$ cat config.mk
export PLATFORM = sky130hd
export DESIGN_NAME = swact_vector_ctrl
export DESIGN_NICKNAME = d
export VERILOG_FILES = /design/src/rtl/swact_pkg.sv /design/src/rtl/swact_rst_sync.sv /design/src/rtl/swact_vecreg.sv /design/src/rtl/swact_seq.sv /design/src/rtl/swact_addrgen.sv /design/src/rtl/swact_vector_ctrl.sv
export SDC_FILE = /design/constraint.sdc
export NUM_CORES = 1
export LEC_CHECK = 0
export ABC_AREA = 1
export BUFFER_PORTS_ARGS = -buffer_cell sky130_fd_sc_hd__buf_4
export CORE_MARGIN = 4
export CORE_UTILIZATION = 52
export CTS_BUF_LIST = sky130_fd_sc_hd__clkbuf_2 sky130_fd_sc_hd__clkbuf_4 sky130_fd_sc_hd__clkbuf_8
export DETAILED_ROUTE_END_ITERATION = 16
export PLACE_DENSITY = 0.92
export SYNTH_ARGS = -nofsm -noshare
export SYNTH_HDL_FRONTEND = slang
export SYNTH_SLANG_ARGS = --single-unit
export TNS_END_PERCENT = 100
$ cat constraint.sdc
create_clock -name clk -period 1.6 [get_ports clk]
set_input_delay 0.08 -clock clk [delete_from_list [all_inputs] [get_ports clk]]
set_output_delay 0.08 -clock clk [all_outputs]
set_load 0.03 [all_outputs]
$ cat src/rtl/swact_pkg.sv
package swact_pkg;
  localparam int unsigned VEC_W_DEF  = 7;
  localparam int unsigned ADDR_W_DEF = 16;
  localparam int unsigned SHIFT_DEF  = 1;
  localparam logic [15:0] BASE_DEF   = 16'h0400;

  typedef enum logic [1:0] {
    ST_IDLE  = 2'd0,
    ST_BUSY  = 2'd1,
    ST_ENDED = 2'd2
  } seq_state_e;
endpackage

$ cat src/rtl/swact_rst_sync.sv
module swact_rst_sync #(
  parameter int unsigned STAGES = 2
) (
  input  logic clk,
  input  logic arst_n,
  output logic srst_n
);
  logic [STAGES-1:0] sync_q;

  always_ff @(posedge clk or negedge arst_n) begin
    if (!arst_n) sync_q <= '0;
    else         sync_q <= {sync_q[STAGES-2:0], 1'b1};
  end

  assign srst_n = sync_q[STAGES-1];
endmodule

$ cat src/rtl/swact_vecreg.sv
module swact_vecreg #(
  parameter int unsigned VEC_W = 7,
  localparam int unsigned REG_W = VEC_W + 1
) (
  input  logic             clk,
  input  logic             rst_n,
  input  logic             standby_i,
  input  logic             wr_i,
  input  logic [REG_W-1:0] wdata_i,
  input  logic             hw_clr_i,
  output logic             en_o,
  output logic [VEC_W-1:0] vec_o,
  output logic             start_o
);
  logic             en_q, en_d, en_ce;
  logic [VEC_W-1:0] vec_q, vec_d;
  logic             vec_ce;
  logic             wr_open;

  always_comb begin
    wr_open = wr_i & ~en_q & ~hw_clr_i;
    start_o = wr_open & wdata_i[VEC_W] & ~standby_i;

    en_ce = standby_i | hw_clr_i | start_o;
    if (standby_i || hw_clr_i) en_d = 1'b0;
    else                       en_d = 1'b1;

    vec_ce = standby_i | wr_open;
    if (standby_i) vec_d = '0;
    else           vec_d = wdata_i[VEC_W-1:0];
  end

  always_ff @(posedge clk or negedge rst_n) begin
    if (!rst_n) begin
      en_q  <= 1'b0;
      vec_q <= '0;
    end else begin
      if (en_ce)  en_q  <= en_d;
      if (vec_ce) vec_q <= vec_d;
    end
  end

  assign en_o  = en_q;
  assign vec_o = vec_q;
endmodule

$ cat src/rtl/swact_seq.sv
module swact_seq
  import swact_pkg::*;
(
  input  logic clk,
  input  logic rst_n,
  input  logic standby_i,
  input  logic start_i,
  input  logic done_i,
  input  logic exhausted_i,
  input  logic disel_i,
  input  logic disel_wr_i,
  input  logic disel_wdata_i,
  output logic hw_clr_o,
  output logic end_irq_o
);
  seq_state_e st_q, st_d;
  logic       done_clr, disel_clr, done_hold;

  always_comb begin
    done_clr  = (st_q == ST_BUSY) & done_i & ~disel_i & ~exhausted_i;
    done_hold = (st_q == ST_BUSY) & done_i & (disel_i | exhausted_i);
    disel_clr = (st_q == ST_ENDED) & disel_wr_i & ~disel_wdata_i;
    hw_clr_o  = done_clr | disel_clr;

    st_d = st_q;
    if (standby_i) begin
      st_d = ST_IDLE;
    end else begin
      unique case (st_q)
        ST_IDLE:  if (start_i) st_d = ST_BUSY;
        ST_BUSY: begin
          if (done_clr)       st_d = ST_IDLE;
          else if (done_hold) st_d = ST_ENDED;
        end
        ST_ENDED: if (disel_clr) st_d = ST_IDLE;
        default:  st_d = ST_IDLE;
      endcase
    end
  end

  always_ff @(posedge clk or negedge rst_n) begin
    if (!rst_n) st_q <= ST_IDLE;
    else        st_q <= st_d;
  end

  assign end_irq_o = (st_q == ST_ENDED);
endmodule

$ cat src/rtl/swact_addrgen.sv
module swact_addrgen #(
  parameter int unsigned VEC_W  = 7,
  parameter int unsigned ADDR_W = 16,
  parameter int unsigned SHIFT  = 1,
  parameter logic [ADDR_W-1:0] BASE = 16'h0400
) (
  input  logic              clk,
  input  logic              rst_n,
  input  logic              standby_i,
  input  logic              start_i,
  input  logic [VEC_W-1:0]  vec_i,
  output logic              req_o,
  output logic [ADDR_W-1:0] addr_o
);
  logic              req_q;
  logic [ADDR_W-1:0] addr_q, addr_d, offset;
  logic              addr_ce;

  always_comb begin
    offset  = ADDR_W'(vec_i) << SHIFT;
    addr_ce = standby_i | start_i;
    if (standby_i) addr_d = '0;
    else           addr_d = BASE + offset;
  end

  always_ff @(posedge clk or negedge rst_n) begin
    if (!rst_n) begin
      req_q  <= 1'b0;
      addr_q <= '0;
    end else begin
      req_q <= start_i & ~standby_i;
      if (addr_ce) addr_q <= addr_d;
    end
  end

  assign req_o  = req_q;
  assign addr_o = addr_q;
endmodule

$ cat src/rtl/swact_vector_ctrl.sv
module swact_vector_ctrl
  import swact_pkg::*;
#(
  parameter int unsigned VEC_W  = VEC_W_DEF,
  parameter int unsigned ADDR_W = ADDR_W_DEF,
  parameter int unsigned SHIFT  = SHIFT_DEF,
  parameter logic [ADDR_W-1:0] BASE = BASE_DEF,
  localparam int unsigned REG_W = VEC_W + 1
) (
  input  logic              clk,
  input  logic              rst_n,
  input  logic              standby_i,
  input  logic              cpu_wr_i,
  input  logic [REG_W-1:0]  cpu_wdata_i,
  output logic [REG_W-1:0]  cpu_rdata_o,
  input  logic              xfer_done_i,
  input  logic              cnt_exhausted_i,
  input  logic              disel_i,
  input  logic              disel_wr_i,
  input  logic              disel_wdata_i,
  output logic              act_req_o,
  output logic [ADDR_W-1:0] act_addr_o,
  output logic              end_irq_o
);
  logic             srst_n;
  logic             en, start, hw_clr;
  logic [VEC_W-1:0] vec;

  swact_rst_sync #(.STAGES(2)) u_rst (
    .clk    (clk),
    .arst_n (rst_n),
    .srst_n (srst_n)
  );

  swact_vecreg #(.VEC_W(VEC_W)) u_reg (
    .clk       (clk),
    .rst_n     (srst_n),
    .standby_i (standby_i),
    .wr_i      (cpu_wr_i),
    .wdata_i   (cpu_wdata_i),
    .hw_clr_i  (hw_clr),
    .en_o      (en),
    .vec_o     (vec),
    .start_o   (start)
  );

  swact_seq u_seq (
    .clk           (clk),
    .rst_n         (srst_n),
    .standby_i     (standby_i),
    .start_i       (start),
    .done_i        (xfer_done_i),
    .exhausted_i   (cnt_exhausted_i),
    .disel_i       (disel_i),
    .disel_wr_i    (disel_wr_i),
    .disel_wdata_i (disel_wdata_i),
    .hw_clr_o      (hw_clr),
    .end_irq_o     (end_irq_o)
  );

  swact_addrgen #(
    .VEC_W  (VEC_W),
    .ADDR_W (ADDR_W),
    .SHIFT  (SHIFT),
    .BASE   (BASE)
  ) u_addr (
    .clk       (clk),
    .rst_n     (srst_n),
    .standby_i (standby_i),
    .start_i   (start),
    .vec_i     (cpu_wdata_i[VEC_W-1:0]),
    .req_o     (act_req_o),
    .addr_o    (act_addr_o)
  );

  assign cpu_rdata_o = {en, vec};
endmodule

* Word level (Yosys, flattened, before mapping) *
Cells that the tools add are included.

word-level totals
  register bits after elaboration = 29
  logic and storage cells = 47

cells by class
  $add $sub $neg = 1
  eq/ne operators = 5
  mux-type cells = 9
  bitwise operators = 23
  reduce and logical (&&, ||, !) cells = 3

operators by type and width
  operator                                                count
  adder 11 x 8 -> 12 bit (first input constant)           1
  2-to-1 mux 12 bit                                       1
  bitwise AND 1 bit                                       11
  2-to-1 mux 2 bit                                        5
  2-to-1 mux 7 bit                                        1
  inequality test 3 x 2 -> 1 bit (second input constant)  2
  inverter 1 bit                                          6
  OR 1 bit                                                6
  case mux 2 bit (3 select lines)                         1
  inequality test 4 x 2 -> 1 bit (second input constant)  1
  AND reduction 3 bit                                     1
  == test 2 x 1 -> 1 bit (second input constant)          1
  == test 2 bit (second input constant)                   1
  logical NOT 2 bit                                       1
  logical OR 1 bit                                        1
  2-to-1 mux 1 bit                                        1

* Depth between registers and ports, before layout *
Gate-level depths: netlist of run 1.

  word-level depth = 12
  depth in mapped cells = 9
  depth with buffers taken out = 9

* Modules after synthesis *
A second synthesis of run 1 with hierarchy kept.

second synthesis, totals
  cell total of the unflattened synthesis = 114
  area, all modules = 1,004.7 µm²

modules (own cells, without submodules)
  module             instances  cells each  area each (µm²)
  swact_addrgen      1          44          414.1
  swact_vecreg       1          40          365.4
  swact_seq          1          26          163.9
  swact_rst_sync     1          3           53.8
  swact_vector_ctrl  1          1           7.5

* Least setup slack after synthesis of run 1 *
No wires, ideal clock.

  path kind = flip-flop to flip-flop
  start point = register u_seq.st_q[0]
  end point = register u_seq.st_q[0]
  library setup time = 0.116 ns
  arrival time = 1.311 ns
  data required time = 1.484 ns
  slack = 0.173 ns
  stages on the path, launching flop included = 8
  period minus slack after synthesis = 1.427 ns
  path through = dfrtp_1 > nor2_2 > nand2_2 > nand4_1 > buf_4 > nor2_1 > nor2_1 > nor2_1

RTL lines
  item                                             line                     source
  from (decl)                                      swact_seq.sv:16          seq_state_e st_q, st_d;
  from (signal assigned)                           swact_seq.sv:43          else st_q <= st_d;
  == test 2 bit (*)                                -
  via end_irq_o                                    swact_vector_ctrl.sv:23  output logic end_irq_o
  bitwise AND 1 bit (2 in a row)                   swact_seq.sv:22          disel_clr = (st_q == ST_ENDED) & disel_wr_i & ~disel_wdata_i;
  OR 1 bit                                         swact_seq.sv:23          hw_clr_o = done_clr | disel_clr;
  inverter 1 bit                                   swact_vecreg.sv:21       wr_open = wr_i & ~en_q & ~hw_clr_i;
  bitwise AND 1 bit                                swact_vecreg.sv:21
  bitwise AND 1 bit (2 in a row)                   swact_vecreg.sv:22       start_o = wr_open & wdata_i[VEC_W] & ~standby_i;
  inequality test 3 x 2 -> 1 bit (no source line)  -
  AND reduction 3 bit (no source line)             -

The timed path passes the listed nets; every way through them passes the cells marked *.
A chain may end at the register's enable or synchronous reset.

* Final worst setup path of run 1 *
  start point = input port standby_i
  end point = register u_seq.st_q[1]

on the way
  longest elaborated chain between the ends = 4

ends and longest elaborated chain
  item                                             line                     source
  from (decl)                                      swact_vector_ctrl.sv:12  input logic standby_i,
  inverter 1 bit                                   swact_vecreg.sv:22
  bitwise AND 1 bit                                swact_vecreg.sv:22
  inequality test 3 x 2 -> 1 bit (no source line)  -
  AND reduction 3 bit (no source line)             -

Parallel ways exist; a longest one is shown, timed or not.

==> summary.md, run 1 <==
| Metric | Value |
|---|---|
| Worst EP arrival | 1.58 ns |
| Routed vias | 864 |
| Path type of the worst min-delay path | primary input to flip-flop |
| Non-Filler Instances | 183 |
| Final Hold Viols | 0 |
| Slew Limit Fails | 0 |
| Minimum clock period | 1.39 ns |
| Top cells by area, synth | dfrtp_1 (53%), nand2_1 (12%), nand3_1 (8.5%), buf_4 (7.5%), inv_1 (2.6%) |
| Core Rows | 15 |
| Syn avg cell area | 8.77 um^2 |
| Total GRT Usage | 0.189 |
| Top-level I/O count | 43 |
| Max-slew headroom | 0.498 |
| Post-synth top area cell | dfrtp_1 |
| # diodes | 0 |
| Critical path class | primary input to flip-flop |
| HPWL after detailed placement | 1780 um |
| Dpl ws | 0.273 ns |
| Top-area cell type share of the netlist area | 0.526 |
| Reg2Reg Depth | 7 |
| Root buffer cell | clkbuf_4 |
| PortBufs | 34 |
| CTS Sinks | 21 |
| Die height | 51.8 um |
| Kind of start point of the critical path | primary input |
| Fin crit share | 0.869 |
| CTS tree | yes |
| Synth Register Bits | 21 |
| RSZ-0062 raised after global routing | false |
| Fillers | 129 |
| Reg2reg end | u_addr.addr_o[7]$_DFFE_PN0P_ |
| PD cells | 836 mW/mm^2 |
| Crit Path Max Fanout | 18 |
| FF-to-FF Start | u_reg.en_o$_DFFE_PN0P_ |
| Placed insts | 170 |
| First-pass DRT Iterations | 4 |
| Final count of negative-setup-slack endpoints | 0 |
| Data required time of the critical path | 1.79 ns |
| Largest net degree at the start of global routing | 20 |
| Hold Startpoint | cpu_wdata_i[7] |
| Reg clk slew, reported paths | 0.11 ns |
| Post-synth cell types | 22 |
| Worst vdd ir | 682 uV |
| Final GP Congestion | 0.806 |
| Skew-Pair Late Insertion Delay | 0.30 ns |
| Mapped Cells | 114 |
| Setup repair bufs after CTS | 0 |
| Yosys warning total | 0 |
| Nets | 176 |
| Vias in the first global route | 903 |
| Leak | 0.778 nW |
| Post-synthesis sequential area ratio | 0.526 |
| Total of max-cap violations | 0 |
| CTS buffer count | 3 |
| Hold depth | 3 |
| Post-route ant nets | 0 |
| Most common cell after layout, fill and taps aside | buf_4 |
| Antenna violations before repair | 0 |
| CP Capture Type | flip-flop |
| Clock Tree Buf Depth | 2 |
| Area growth from synthesis to layout | 36.2% |
| Die X | 51.8 um |
| WL per Instance | 12.4 um |
| DR vias/cell | 4.72 |
| Hold endpoint | u_addr.req_o$_DFF_PN0_ |
| Commonest cells after routing, fill and taps aside | buf_4 (35), nand2_1 (33), dfrtp_1 (21) |
| Htree depth | 1 |
| Netlist Area Pre-Place | 1000 um^2 |
| First-pass GRT wire length | 3770 um |
| Status | completed |
| Grt ovf | 0 |
| Die Area | 0.00269 mm^2 |
| Routed wire length | 2280 um |
| Slew @ Worst Pin | 0.753 ns |
| Final worst slack | 0.209 ns |
| Initial DRC Count | 18 |
| DR DRC count | 0 |
| Core area | 0.00178 mm^2 |
| Initial Utilization | 0.561 |
| Layout cell share with drive strength beyond 1 | 0.304 |
| Maximum clock rate | 719 MHz |
| Worst Skew | 0.00450 ns |
| Setup_tns | 0 ns |
| Internal reg-to-reg setup slack | 0.25 ns |
[critical path: stages]
cell           delay (ns)
dlygate4sd3_1        0.54
buf_4                0.17
inv_2                0.24
nand3_1              0.11
o21a_1               0.20
o21bai_1             0.15
nand2_1              0.06
nand2_1              0.04
[how the worst max path moves through the flow]
stage / startpoint / to / slack (ns) / cells after the start
floorplan: u_seq.st_q[0]$_DFFE_PN0P_ / u_seq.st_q[0]$_DFFE_PN0P_ / 0.17 / 7
global placement: u_reg.en_o$_DFFE_PN0P_ / u_addr.addr_o[1]$_DFFE_PN0P_ / 0.32 / 7
detailed placement: u_seq.st_q[0]$_DFFE_PN0P_ / u_addr.addr_o[7]$_DFFE_PN0P_ / 0.27 / 9
CTS: standby_i / u_seq.st_q[1]$_DFFE_PN0P_ / 0.21 / 8
global route: u_seq.st_q[0]$_DFFE_PN0P_ / u_addr.addr_o[7]$_DFFE_PN0P_ / 0.11 / 9
finish: standby_i / u_seq.st_q[1]$_DFFE_PN0P_ / 0.21 / 8
[Yosys cell counts]
cell / count
nand2_1: 33
nand3_4: 1
inv_2: 2
buf_4: 10
nand3_1: 17
nand2_2: 2
o21bai_1: 1
o21a_1: 1
inv_4: 1
a21oi_1: 2
conb_1: 2
nor3_1: 1
inv_1: 7
and2_1: 1
nor2_8: 1
nand3_2: 1
nor2_1: 6
dfrtp_1: 21
o211ai_1: 1
nand4_1: 1
nor2_2: 1
buf_1: 1
[cell type report]
class | count | area, um^2 | area share
Clock buffer | 4 | 30.0 | 0.0221
Sequential cell | 21 | 526 | 0.386
Timing Repair Buffer | 44 | 353 | 0.259
Inverter | 10 | 40.0 | 0.0294
Tap cell | 25 | 31.3 | 0.0230
Multi-Input combinational cell | 79 | 382 | 0.280
[cell families (layout without fill, tap and decap cells)]
logic type	count (synthesis)	in the layout	synth area share
AND/OR/NAND/NOR	65	65	0.315
flip-flops	21	21	0.526
other	2	9	0.00751
AO/OA/AOI/OAI	5	5	0.0325
buffers and inverters	21	58	0.119
[flip-flops by register name (all words and copies together) (netlist names)]
signal	flops
u_reg.vec_o	7
u_addr.req_o	1
u_reg.en_o	1
u_addr.addr_o	8
u_seq.st_q	2
u_rst.sync_q	2
[stage by stage]
step	utilization	hold slack, ns	instance area [um^2]	power [mW]
2_1_floorplan	-	-0.216	1030	0.781
3_3_place_gp	0.696	-0.137	1240	0.862
3_5_place_dp	0.696	-0.135	1240	0.871
4_1_cts	0.764	0.0483	1360	1.15
5_1_grt	0.764	0.0570	1360	1.20
6_report	0.764	0.0638	1360	1.14
[layer usage]
layer  global-route usage  up-vias  share of wire  wire length [um]
li1                     -      428              -                 -
met1                0.221      398           0.41               931
met2                0.341       34           0.51              1150
met3               0.0401        4          0.071               161
met4               0.0568        0          0.014                31
met5                    0        -              0                 0
[report_power, final]
part	internal [mW]	leakage (nW)	switching [mW]
Clock	0.114	0.0184	0.147
Combinational	0.109	0.480	0.175
Sequential	0.564	0.280	0.0299
Total	0.787	0.778	0.352
[timing repair]
action	4_1_cts	5_1_grt
hold buffers	9	0
hold endpoints to repair	15	0
resized for setup	0	0
Power figures use the tool's default switching activity.
==> run 2, diff against run 1 <==
- REMOVE_ABC_BUFFERS: not set -> 1
- SLEW_MARGIN: not set -> 20
==> run 2 against run 1 <==
Net effect: clock-buffer cell count unchanged; largest cell class unchanged; core utilization unchanged; largest power group unchanged; final cell count unchanged; sequential power about the same; hold slack better by 0.0090 ns; non-clock buffer count unchanged; critical path type unchanged.
==> summary.md, run 2 (synthesis results as in run 1) <==
| Metric | Value |
|---|---|
| Antenna violations before repair | 0 (unchanged) |
| Routed vias | 895 (+3.6%) |
| Die X | 51.8 um (unchanged) |
| Leak | 0.778 nW (unchanged) |
| Root buffer cell | clkbuf_4 |
| Die Area | 0.00269 mm^2 (unchanged) |
| Worst EP arrival | 1.62 ns (+0.04 ns) |
| CTS Sinks | 21 (unchanged) |
| CP Cell Sequence | dlygate4sd3_1 > buf_4 > inv_2 > nand3_1 > o21a_1 > o21bai_1 > nand2_1 > nand2_1 |
| Total of max-cap violations | 0 (unchanged) |
| HPWL after detailed placement | 1710 um (-3.8%) |
| Most common cell after layout, fill and taps aside | buf_4 |
| Data required time of the critical path | 1.79 ns (about the same) |
| Total GRT Usage | 0.207 (+0.0183) |
| Post-route ant nets | 0 (unchanged) |
| Fin crit share | 0.892 (+0.0232) |
| Hold depth | 3 (unchanged) |
| Final GP Congestion | 0.844 (+4.6%) |
| CP Capture Type | flip-flop |
| Post_cts resized | 0 (unchanged) |
| Critical path class | primary input to flip-flop |
| Clock Tree Buf Depth | 2 (unchanged) |
| Path type of the worst min-delay path | primary input to flip-flop |
| Area growth from synthesis to layout | 36.2% (unchanged) |
| CTS buffer count | 3 (unchanged) |
| Htree depth | 1 (unchanged) |
| Grt ovf | 0 (unchanged) |
| PortBufs | 34 (unchanged) |
| Final Hold Viols | 0 (unchanged) |
| Worst Skew | 0.00411 ns (-0.000385 ns) |
| PD cells | 844 mW/mm^2 (+0.87%) |
| Status | completed |
| Post-route cell area | 0.00136 mm^2 (unchanged) |
| Crit Path Max Fanout | 18 (unchanged) |
| Layout cell share with drive strength beyond 1 | 0.304 (unchanged) |
| Commonest cells after routing, fill and taps aside | buf_4 (35), nand2_1 (33), dfrtp_1 (21) |
| First-pass DRT Iterations | 4 (unchanged) |
| FF-to-FF Start | u_seq.st_q[0]$_DFFE_PN0P_ |
| Top-level I/O count | 43 (unchanged) |
| Slew Limit Fails | 0 (unchanged) |
| Setup_tns | 0 ns (unchanged) |
| Skew-Pair Late Insertion Delay | 0.30 ns (about the same) |
| RSZ-0062 raised after global routing | false |
| Worst path slowest cell | dlygate4sd3_1 |
| Hold Startpoint | cpu_wdata_i[7] |
| CTS tree | yes |
| Die height | 51.8 um (unchanged) |
| Core Rows | 15 (unchanged) |
| Minimum clock period | 1.43 ns (+0.0371 ns) |
| Placed inst area | 0.00124 mm^2 (unchanged) |
| Nets | 176 (unchanged) |
| Final count of negative-setup-slack endpoints | 0 (unchanged) |
| Largest net degree at the start of global routing | 20 (unchanged) |
| Max reg flops | 8 (unchanged) |
| Reg clk slew, reported paths | 0.11 ns (about the same) |
| Crit path largest cell delay | 0.54 ns (about the same) |
| Pwr Total | 1.15 mW (+0.87%) |
| CP Launch Point | standby_i |
| Maximum clock rate | 700 MHz (-2.6%) |
| Reg2Reg Depth | 9 (+2) |
| DR vias/cell | 4.89 (+3.6%) |
| Max-slew headroom | 0.499 (about the same) |
| Slew @ Worst Pin | 0.752 ns (-0.000692 ns) |
| Cell with the most instances on the worst path | nand2_1 |
| Kind of start point of the critical path | primary input |
| Worst vdd ir | 775 uV (+14%) |
| DR DRC count | 0 (unchanged) |
| # diodes | 0 (unchanged) |
| Vias in the first global route | 949 (+5.1%) |
| Core area | 0.00178 mm^2 (unchanged) |
| WL per Instance | 13.3 um (+7.0%) |
| Routed wire length | 2440 um (+7.0%) |
| Initial DRC Count | 18 (unchanged) |
| First-pass GRT wire length | 4150 um (+10%) |
| Initial Utilization | 0.561 (unchanged) |
[run 2: cell counts in the layout (fill, tap and decap cells not counted)]
Identical to the previous run, type by type.
[run 2: cell type report]
class	instances	area (um^2)
well taps	25	31.3
inverters	10	40.0
multi-input cells	79	382
repair buffers	44	353
flip-flops and latches	21	526
clock buffers	4	30.0
fillers	138	422
[run 2: critical path, delay by kind of cell]
family          cells  cell delay, ns
simple gates        3            0.24
buf+inv             3            0.95
compound gates      2            0.35
[run 2: worst paths after layout]
path                                                endpoint  slack [ns]
max in group asynchronous       u_addr.addr_o[1]$_DFFE_PN0P_        0.81
worst max register to register  u_addr.addr_o[1]$_DFFE_PN0P_        0.18
min in group asynchronous          u_rst.sync_q[1]$_DFF_PN0_        0.09
worst min register to register    u_reg.vec_o[3]$_DFFE_PN0P_        0.32
worst max-delay path               u_seq.st_q[1]$_DFFE_PN0P_        0.17
worst min-delay path                  u_addr.req_o$_DFF_PN0_        0.07
[run 2: stage by stage]
step | hold slack [ns] | utilization | setup WS, ns | std cells
detailed placement | -0.137 | 0.696 | 0.208 | 170
CTS | 0.0571 | 0.764 | 0.188 | 183
finish | 0.0727 | 0.764 | 0.172 | 183
floorplan | -0.216 | - | 0.128 | 110
global placement | -0.137 | 0.696 | 0.257 | 170
global route | 0.0515 | 0.764 | 0.0911 | 183
[run 2: where the power goes]
group	total (mW)	internal, mW	switching (mW)
combinational	0.287	0.109	0.178
clock	0.267	0.114	0.153
sequential	0.595	0.564	0.0309
total	1.15	0.787	0.362
[run 2: layer usage]
layer  GRT usage  share of wire  vias up
met5           0              0        -
met4      0.0917          0.010        0
met3      0.0344          0.084        4
met2       0.370           0.50       39
met1       0.240           0.41      422
li1            -              -      430
[run 2: repair_timing]
action	in CTS	in global routing
setup buffers	0	0
hold buffers	9	0
endpoints found under the hold margin	17	0
endpoints found under the setup margin	0	0
